$ cat src/rtl/trk_dither_pkg.sv
package trk_dither_pkg;
    localparam int FRAC_W   = 8;
    localparam int STAGES   = 2;
    localparam int OUT_W    = 3;
    localparam int OUT_MIN  = -1;
    localparam int OUT_MAX  = 2;

    typedef logic [FRAC_W-1:0]        frac_t;
    typedef logic signed [OUT_W-1:0]  dith_t;
endpackage

$ cat src/rtl/trk_frac_hold.sv
module trk_frac_hold
    import trk_dither_pkg::*;
#(
    parameter int W = FRAC_W
) (
    input  logic         clk,
    input  logic         rst_n,
    input  logic         load,
    input  logic [W-1:0] value_in,
    output logic [W-1:0] value_out
);
    typedef struct packed {
        logic [W-1:0] held;
    } hold_state_t;

    hold_state_t st_d, st_q;

    always_comb begin
        st_d = st_q;
        if (load) begin
            st_d.held = value_in;
        end
    end

    always_ff @(posedge clk) begin
        if (!rst_n) begin
            st_q <= '0;
        end else begin
            st_q <= st_d;
        end
    end

    assign value_out = st_q.held;

    // a strobe captures the input word
    a_r2_capture: assert property (@(posedge clk) disable iff (!rst_n)
        load |=> (value_out == $past(value_in)));

    // without a strobe the held word does not move
    a_r3_hold: assert property (@(posedge clk) disable iff (!rst_n)
        !load |=> $stable(value_out));
endmodule

$ cat src/rtl/trk_mash_stage.sv
module trk_mash_stage
    import trk_dither_pkg::*;
#(
    parameter int W = FRAC_W
) (
    input  logic         clk,
    input  logic         rst_n,
    input  logic [W-1:0] addend,
    output logic [W-1:0] residue,
    output logic         carry
);
    localparam int SUM_W = W + 1;

    typedef struct packed {
        logic [W-1:0] acc;
    } stage_state_t;

    stage_state_t      st_d, st_q;
    logic [SUM_W-1:0]  sum_full;

    always_comb begin
        sum_full = {1'b0, st_q.acc} + {1'b0, addend};
        st_d     = st_q;
        st_d.acc = sum_full[W-1:0];
    end

    always_ff @(posedge clk) begin
        if (!rst_n) begin
            st_q <= '0;
        end else begin
            st_q <= st_d;
        end
    end

    assign residue = sum_full[W-1:0];
    assign carry   = sum_full[W];

    // a zero increment leaves the accumulator where it was
    a_r8_zero_freeze: assert property (@(posedge clk) disable iff (!rst_n)
        (addend == '0) |=> $stable(st_q.acc));

    // a zero increment never raises a carry
    a_r5_no_carry_on_zero: assert property (@(posedge clk) disable iff (!rst_n)
        (addend == '0) |-> !carry);
endmodule

$ cat src/rtl/trk_mash_combine.sv
module trk_mash_combine
    import trk_dither_pkg::*;
#(
    parameter int OW = OUT_W
) (
    input  logic                 clk,
    input  logic                 rst_n,
    input  logic                 c_first,
    input  logic                 c_second,
    output logic signed [OW-1:0] dith
);
    typedef struct packed {
        logic                 c2_prev;
        logic signed [OW-1:0] out;
    } comb_state_t;

    comb_state_t          st_d, st_q;
    logic signed [OW-1:0] term1, term2, term3;

    always_comb begin
        term1 = OW'(c_first);
        term2 = OW'(c_second);
        term3 = OW'(st_q.c2_prev);
        st_d         = st_q;
        st_d.out     = term1 + term2 - term3;
        st_d.c2_prev = c_second;
    end

    always_ff @(posedge clk) begin
        if (!rst_n) begin
            st_q <= '0;
        end else begin
            st_q <= st_d;
        end
    end

    assign dith = st_q.out;

    // output stays within the legal adjustment range
    a_r7_range: assert property (@(posedge clk) disable iff (!rst_n)
        (dith >= OW'(OUT_MIN)) && (dith <= OW'(OUT_MAX)));

    // with no carries now and none stored, the next sample is zero
    a_r6_quiet: assert property (@(posedge clk) disable iff (!rst_n)
        (!c_first && !c_second && !st_q.c2_prev) |=> (dith == '0));
endmodule

$ cat src/rtl/trk_frac_dither.sv
module trk_frac_dither
    import trk_dither_pkg::*;
#(
    parameter int W  = FRAC_W,
    parameter int NS = STAGES,
    parameter int OW = OUT_W
) (
    input  logic                 clk,
    input  logic                 rst_n,
    input  logic                 ref_strobe,
    input  logic [W-1:0]         frac_in,
    output logic signed [OW-1:0] dither_out
);
    logic [W-1:0] chain [NS+1];
    logic [NS-1:0] carries;

    trk_frac_hold #(.W(W)) u_hold (
        .clk       (clk),
        .rst_n     (rst_n),
        .load      (ref_strobe),
        .value_in  (frac_in),
        .value_out (chain[0])
    );

    for (genvar gi = 0; gi < NS; gi++) begin : g_stage
        trk_mash_stage #(.W(W)) u_stage (
            .clk     (clk),
            .rst_n   (rst_n),
            .addend  (chain[gi]),
            .residue (chain[gi+1]),
            .carry   (carries[gi])
        );
    end

    trk_mash_combine #(.OW(OW)) u_combine (
        .clk      (clk),
        .rst_n    (rst_n),
        .c_first  (carries[0]),
        .c_second (carries[NS-1]),
        .dith     (dither_out)
    );

    // the first sample after reset is zero
    a_r1_reset_zero: assert property (@(posedge clk)
        !rst_n |=> (dither_out == '0));
endmodule

$ cat config.mk
export PLATFORM = sky130hd
export DESIGN_NAME = trk_frac_dither
export DESIGN_NICKNAME = d
export VERILOG_FILES = /design/src/rtl/trk_dither_pkg.sv /design/src/rtl/trk_frac_hold.sv /design/src/rtl/trk_mash_stage.sv /design/src/rtl/trk_mash_combine.sv /design/src/rtl/trk_frac_dither.sv
export SDC_FILE = /design/constraint.sdc
export NUM_CORES = 1
export LEC_CHECK = 0
export CAP_MARGIN = 20
export CELL_PAD_IN_SITES_DETAIL_PLACEMENT = 0
export CELL_PAD_IN_SITES_GLOBAL_PLACEMENT = 1
export CORE_AREA = 4 4 72 54
export CTS_BUF_LIST = sky130_fd_sc_hd__clkbuf_4 sky130_fd_sc_hd__clkbuf_8
export CTS_CLUSTER_DIAMETER = 60
export CTS_CLUSTER_SIZE = 30
export DETAILED_ROUTE_END_ITERATION = 8
export DIE_AREA = 0 0 76 58
export PLACE_DENSITY_LB_ADDON = 0.25
export SYNTH_ARGS = -nofsm -noshare
export SYNTH_HDL_FRONTEND = slang
export SYNTH_SLANG_ARGS = --single-unit
$ cat constraint.sdc
create_clock -name clk -period 9.22 [get_ports clk]
set_clock_uncertainty 0.2 [all_clocks]
set_input_delay 2.766 -clock clk [delete_from_list [all_inputs] [get_ports clk]]
set_output_delay 2.766 -clock clk [all_outputs]
set_load 0.05 [all_outputs]
# Word-level counts from Yosys, hierarchy flattened
# Index checks and enable logic that the tools add are counted.
# op_classes
add_sub_neg	4
# ops
cell	count
$add 8x8->9	2
$sub 3x2->3	1
$add 1x1->2	1
# totals
word_cells	9
register_bits	28
in_bits	11

# Longest topological paths before layout
# Gate-level depths: netlist (run 1).
# logic_depth
word_depth	4
mapped_depth	15
mapped_depth_nobuf	15

# Modules after synthesis
# Synthesis (run 1) repeated with hierarchy kept, for this count alone.
# unflattened
cells_unflattened	150
area_unflattened_um2	1564.0
# modules_own_cells
mod	area_each_um2	cells_per_inst	instances	seq_area_each_um2
trk_mash_stage	541.8	54	2	160.2
trk_frac_hold	301.5	25	1	160.2
trk_mash_combine	178.9	17	1	80.1

# Worst setup path after synthesis (run 1)
# No wires, ideal clock.
# synth_timing
path_kind	input port to flip-flop
start	in rst_n
end	reg g_stage[1].u_stage.st_q[6] (netlist bit)
t_arrival_ns	3.478
setup_slack_ns	5.447
cell_stages	4
setup_time_ns	0.095
path_cell_list	inv_1 -> or3_1 -> mux2_1 -> o311ai_1
# synth_rtl
item	line	text
start: declaration	trk_frac_dither.sv:9	input logic rst_n,
end signal: assignment	trk_mash_stage.sv:31	st_q <= st_d;
end: declaration	trk_mash_stage.sv:18	stage_state_t st_d, st_q;

==> key figures, run 1 <==
Outcome
  – Status: completed

CTS
  – Root Buffer: clkbuf_8
  – Total CTS buffers: 3
  – H-tree lvl count: 1
  – CTS Sinks: 28
  – Worst skew pair latency: between 200 and 300 ps
  – CTS-repair resized insts: 0
  – Clock buffer depth: 2
  – Worst-path clk slew: 100 ps
  – Hold Buf Count CTS: 0
  – Post-CTS setup buffer count: 0
  – CTS tree: built

Min path
  – Worst hold stages: 2
  – Hold path endpoint: u_combine.dith[0]
  – Min-delay src: u_combine.st_q[3]
  – Hold Path Class: reg -> reg

Critical path
  – Max incr delay on CP: around 850 ps
  – CP cell instances: clkdlybuf4s50_1, inv_1, or3_1, mux2_1, o311ai_1
  – Startpoint type of the worst setup path: primary input
  – Arrival time at the worst endpoint: a little under 5000 ps
  – Req. time, crit path: 9210 ps
  – Worst reg2reg endpoint: u_combine.dith[2]
  – R2R depth: 15
  – Worst setup path class: in -> reg
  – Worst Setup End Kind: register
  – R2R Setup Slk: around 5400 ps
  – Worst Path Max Fanout: 20
  – Slowest-stage cell, CP: clkdlybuf4s50_1
  – Worst r2r src: u_hold.value_out[0]

Place
  – PortBufs: 13
  – Routability congestion estimate: approximately 0.76
  – Detailed-placement wirelength estimate: ~2200 um

GRT
  – Largest net degree at the start of global routing: 21
  – Tot GR Track Use: 0.136
  – Vias in the first global route: 1074
  – Global-route wire length before repair: around 4800 um
  – Antenna violations before repair: 0
  – Grt total ovfl: 0

Timing
  – Final Setup Violations: 0
  – Setup TNS: 0 ps
  – RSZ-0062 raised after global routing: false
  – Slew Viols, Final: 0
  – Slew @ Worst Pin: slightly below 600 ps
  – Period minus WS final: between 4000 and 5000 ps
  – Fmax: 206 MHz
  – Fin. Hold Viols: 0
  – Hold Worst Slack: ~320 ps
  – Slew HR: 0.601
  – Final Cycle Share: 0.527

Synth
  – Avg Synthesized Cell Area: 9.75 um^2
  – Synth Register Bits: 28
  – Top post-synthesis cells by area: dfxtp_1 (37%), ha_1 (16%), mux2i_1 (6.5%), nor2_1 (3.9%), and2_1 (3.7%)
  – Ys async rst share: 0
  – Post-synth EDFFs: 0
  – Synth Flop Type: dfxtp_1
  – Ys Warns: 0
  – Synth area leader: dfxtp_1
  – Mapped Cells: 157
  – Share of the synthesized area in the top cell type: 0.366
  – Synth cell types: 39
  – Synthesized cell area: 1530 um^2
  – Seq/Total Area, Yosys: 0.366
  – Syn nets: ~190

Final layout
  – Antenna cells: 0
  – Fillers: between 200 and 300
  – Area delta synth->final: 13.7%
  – NumNets Final: 200
  – Ratio of cells with drive above 1 in the final layout: 0.0479

Floorplan
  – Core Area: ~3100 um^2
  – Die Y: ~58 um
  – Initial Utilization: 0.490
  – Area of the die: 4410 um^2
  – Site row count: 17
  – Boundary Pins: 14
  – Die width: roughly 76 um

Power and ir drop
  – P per Cell Area: roughly 220 nW/um^2
  – Peak VDD IR: 0.000107 V
  – Sw frac: 0.316
  – Internal Power: roughly 0.26 mW
  – Leakage: ~0.8 nW
  – Clock network fraction of design power: 0.256
  – Combinational fraction of design power: 0.351
  – NetSw: 0.121 mW
  – Reg power frac: 0.393

Run
  – Maxcap violations: 0

Routing
  – Vias: approximately 1100
  – Remaining DRCs: 0
  – Avg WL per Cell: about 14 um
  – Drt via density: ~5.4
  – Initial drt markers: 31
  – Total wire length after detailed routing: about 2900 um
  – Routed Antenna Nets: 0
  – Pre-antenna DRT Iters: 4
[power by group through the flow]
| stage | Sequential (mW) | Combinational (mW) | Clock, mW |
|---|---|---|---|
| global route | 0.152 | 0.152 | 0.106 |
| global placement | 0.152 | 0.128 | 0 |
| finish | 0.150 | 0.134 | 0.0975 |
| CTS | 0.150 | 0.134 | 0.101 |
| detailed placement | 0.153 | 0.133 | 0 |
| floorplan | 0.151 | 0.107 | 0 |
[through the flow]
| step | power (mW) | area [um^2] | utilization | setup WS [ps] | instances |
|---|---|---|---|---|---|
| global placement | 0.280 | 1670 | 0.534 | 4130 | 201 |
| detailed placement | 0.286 | 1670 | 0.534 | 4060 | 201 |
| finish | 0.381 | 1740 | 0.557 | 4360 | 205 |
| floorplan | 0.258 | 1530 | - | 5450 | 157 |
| global route | 0.410 | 1740 | 0.557 | 4230 | 205 |
| CTS | 0.384 | 1740 | 0.557 | 4370 | 205 |
[cells in the mapped netlist, types with 3 or more instances]
library cell  instances
a21o_1                4
inv_1                 4
mux2i_1              10
a21oi_1               4
nor2_1               16
and2_1                9
a211oi_1              7
nand2b_1              4
nand2_1               3
or3_1                 3
o21ai_0               5
dfxtp_1              28
xnor2_1               3
nor3_1                3
buf_4                 3
ha_1                 19
o21bai_1              3
clkbuf_1              3
[layout by cell type, fill, tap and decap left out, types with 4 or more instances in the layout]
cell type         n
nand2b_1          4
o21ai_0           5
ha_1             19
dfxtp_1          28
inv_1             4
nor2_1           16
a211oi_1          7
clkdlybuf4s50_1  13
a21oi_1           4
a21o_1            4
mux2i_1          10
and2_1            9
[worst max-delay path, delay by kind of cell]
family,cells,cell delay (ps)
buffers and inverters,2,1290
AND/OR/NAND/NOR,1,410
multiplexers,1,300
AO/OA/AOI/OAI,1,70
[layer usage]
metal	GRT usage	vias to the layer above	wire length, um
li1	-	583	-
met1	0.166	493	1460
met2	0.223	21	1280
met3	0.0450	2	121
met4	0.0508	0	25
met5	0	-	0
[state kept, by name (all words and copies together) (netlist names)]
register,flops
g_stage.u_stage.st_q,16
u_combine.dith,3
u_hold.value_out,8
u_combine.st_q,1
[layout make-up]
| class | instances | area (um^2) | area share |
|---|---|---|---|
| Clock inverter | 1 | 30.0 | 0.0172 |
| Inverter | 4 | 15.0 | 0.00862 |
| Multi-Input combinational cell | 118 | 917 | 0.527 |
| Clock buffer | 3 | 41.3 | 0.0237 |
| Timing Repair Buffer | 13 | 130 | 0.0747 |
| Sequential cell | 28 | 561 | 0.322 |
| Tap cell | 38 | 47.5 | 0.0273 |
[cell families (layout without fill, tap and decap cells)]
logic type	after synthesis	count (layout)	share of synthesized area
xor+xnor	5	5	0.0286
mux	11	11	0.0727
simple gates	46	46	0.158
compound gates	35	35	0.159
flops	28	28	0.366
buf+inv	11	21	0.0351
fa+ha+maj	21	21	0.181
[worst max path at each step]
stage	start	end	slack, ps
finish	rst_n	g_stage[1].u_stage.st_q[6]	4360
floorplan	rst_n	g_stage[1].u_stage.st_q[6]	5450
global placement	rst_n	g_stage[1].u_stage.st_q[6]	4130
global route	rst_n	g_stage[1].u_stage.st_q[6]	4230
detailed placement	rst_n	g_stage[1].u_stage.st_q[6]	4060
CTS	rst_n	g_stage[1].u_stage.st_q[6]	4370
No activity file was read; power rests on OpenSTA's default activity.
==> run 2, diff against run 1 <==
--- a/config.mk
+++ b/config.mk
@@ -8,12 +8,12 @@
 export CAP_MARGIN = 20
 export CELL_PAD_IN_SITES_DETAIL_PLACEMENT = 0
 export CELL_PAD_IN_SITES_GLOBAL_PLACEMENT = 1
-export CORE_AREA = 4 4 72 54
+export CORE_AREA = 4 4 79 59
 export CTS_BUF_LIST = sky130_fd_sc_hd__clkbuf_4 sky130_fd_sc_hd__clkbuf_8
 export CTS_CLUSTER_DIAMETER = 60
 export CTS_CLUSTER_SIZE = 30
 export DETAILED_ROUTE_END_ITERATION = 8
-export DIE_AREA = 0 0 76 58
+export DIE_AREA = 0 0 83 63
 export PLACE_DENSITY_LB_ADDON = 0.25
 export SYNTH_ARGS = -nofsm -noshare
 export SYNTH_HDL_FRONTEND = slang
==> constraint.sdc (replaced) <==
create_clock -name clk -period 4 [get_ports clk]
set_clock_uncertainty 0.2 [all_clocks]
set_input_delay 1.2 -clock clk [delete_from_list [all_inputs] [get_ports clk]]
set_output_delay 1.2 -clock clk [all_outputs]
set_load 0.05 [all_outputs]
==> key figures, run 2 (synthesized netlist as in run 1, its figures left out) <==
CTS
  – Worst-path clk slew: 90 ps (about the same)
  – Total CTS buffers: 3 (unchanged)
  – Post-CTS setup buffer count: 0 (unchanged)
  – H-tree lvl count: 1 (unchanged)
  – CTS tree: built
  – Hold Buf Count CTS: 0 (unchanged)
  – Worst skew pair latency: 270 ps (about the same)
  – CTS Sinks: 28 (unchanged)
  – Clock buffer depth: 2 (unchanged)
  – CTS-repair resized insts: 0 (unchanged)
  – Root Buffer: clkbuf_8

Critical path
  – Req. time, crit path: 3950 ps (-5260 ps)
  – Worst Setup End Kind: register
  – Startpoint type of the worst setup path: register
  – Arrival time at the worst endpoint: 3620 ps (-1230 ps)
  – Worst setup path class: reg -> reg
  – Max incr delay on CP: 440 ps (-410 ps)
  – Worst Path Max Fanout: 5 (-75%)
  – Slowest-stage cell, CP: fa_1
  – CP cell instances: ha_1, fa_1, a211oi_2, nor2_1, or3_1, a21oi_1, ha_1, o21ai_0, nand2b_1, a31o_1, ha_1, inv_1, ha_1, ha_1, nor2_1
  – Crit path top cell by count: ha_1

Routing
  – Initial drt markers: 55 (+77%)
  – Routed Antenna Nets: 0 (unchanged)
  – Total wire length after detailed routing: 2910 um (+0.80%)
  – Pre-antenna DRT Iters: 4 (unchanged)
  – Drt via density: 4.99 (-7.0%)
  – Remaining DRCs: 0 (unchanged)
  – Vias: 1092 (-0.64%)
  – Avg WL per Cell: 13.3 um (-5.6%)

Timing
  – Fmax: 272 MHz
  – Hold Worst Slack: 308 ps (-7.16 ps)
  – Slew HR: 0.605 (+0.00451)
  – Final Cycle Share: 0.918
  – Fin. Hold Viols: 0 (unchanged)
  – Slew Viols, Final: 0 (unchanged)
  – RSZ-0062 raised after global routing: false
  – Period minus WS final: approximately 3700 ps
  – Final Setup Violations: 0 (unchanged)
  – Slew @ Worst Pin: 591 ps (-5.54 ps)
  – Setup TNS: 0 ps (unchanged)

Floorplan
  – Initial Utilization: 0.398 (-0.0921)
  – Boundary Pins: 14 (unchanged)
  – Core Area: 3850 um^2 (+23%)
  – Site row count: 19 (+2)
  – Area of the die: 5230 um^2 (+19%)
  – Die width: 83 um (+9.2%)
  – Die Y: 63 um (+8.6%)

Final layout
  – Ratio of cells with drive above 1 in the final layout: 0.0479 (unchanged)
  – Largest reg by FF count: g_stage.u_stage.st_q
  – Antenna cells: 0 (unchanged)
  – Area delta synth->final: 13.4%
  – Fillers: 390 (+47%)
  – Most common cell after layout, fill and taps aside: dfxtp_1
  – Final instance area: 1740 um^2 (-0.29%)
  – Max FFs per register: 16 (unchanged)
  – Commonest non-fill, non-tap cells in the layout: dfxtp_1 (28), ha_1 (19), nor2_1 (16)
  – NumNets Final: 201 (+0.50%)

Power and ir drop
  – P per Cell Area: 465 nW/um^2 (+110%)
  – Leakage: 0.800 nW (-1.2%)
  – Peak VDD IR: 0.000199 V (+85%)

Min path
  – Hold Path Class: reg -> reg

Run
  – Maxcap violations: 0 (unchanged)

GRT
  – Vias in the first global route: 1138 (+6.0%)
  – Tot GR Track Use: 0.123 (-0.0123)
  – Grt total ovfl: 0 (unchanged)
  – Antenna violations before repair: 0 (unchanged)
  – Largest net degree at the start of global routing: 21 (unchanged)
  – Global-route wire length before repair: 5280 um (+9.6%)

Place
  – Routability congestion estimate: 0.774 (+2.0%)
  – Post-DP Area: 1700 um^2 (+1.5%)
  – Detailed-placement wirelength estimate: 2220 um (+0.62%)
  – PortBufs: 13 (unchanged)

Outcome
  – Status: completed
[run 2: layout make-up]
cell class              count  area [um^2]  area share
multi-input cells         118          917       0.528
well taps                  52         65.1      0.0375
clock buffers               3         41.3      0.0238
inverters                   4         15.0     0.00865
flip-flops and latches     28          561       0.323
repair buffers             14          138      0.0793
[run 2: worst max-delay path: cells and delay by family (launching register included)]
family                     cells  cell delay, ps
buffers and inverters          1              40
and+or+nand+nor                4             570
adders and majority gates      6            1670
DFF                            1             330
AOI/OAI and AO/OA              4             740
[run 2: stage by stage]
step / power [mW] / worst slack [ps] / utilization / cells
after floorplan: 0.594 / 560 / - / 157
after global placement: 0.650 / 419 / 0.440 / 216
after detailed placement: 0.662 / 357 / 0.440 / 216
after CTS: 0.820 / 336 / 0.451 / 219
after global routing: 0.880 / 66.3 / 0.451 / 219
final: 0.807 / 329 / 0.451 / 219
[run 2: final timing paths]
| kind | from | endpoint | slack (ps) | depth (start not counted) |
|---|---|---|---|---|
| setup / recovery | u_hold.value_out[0] | u_combine.dith[1] | 330 | 15 |
| hold / removal | u_hold.value_out[7] | u_hold.value_out[7] | 310 | 2 |
| setup reg to reg | u_hold.value_out[0] | u_combine.dith[1] | 330 | 15 |
| hold reg to reg | u_hold.value_out[7] | u_hold.value_out[7] | 310 | 2 |
[run 2: report_power, final]
group	total (mW)	internal, mW	switching, mW
sequential	0.345	0.327	0.0181
clock	0.151	0.0676	0.0835
combinational	0.311	0.141	0.170
total	0.807	0.536	0.271
[run 2: layer usage]
metal	GRT usage	routed length, um	share of wire
met1	0.170	1550	0.53
met2	0.185	1230	0.42
met3	0.0422	114	0.039
met4	0.0286	18	0.0062
met5	0	0	0
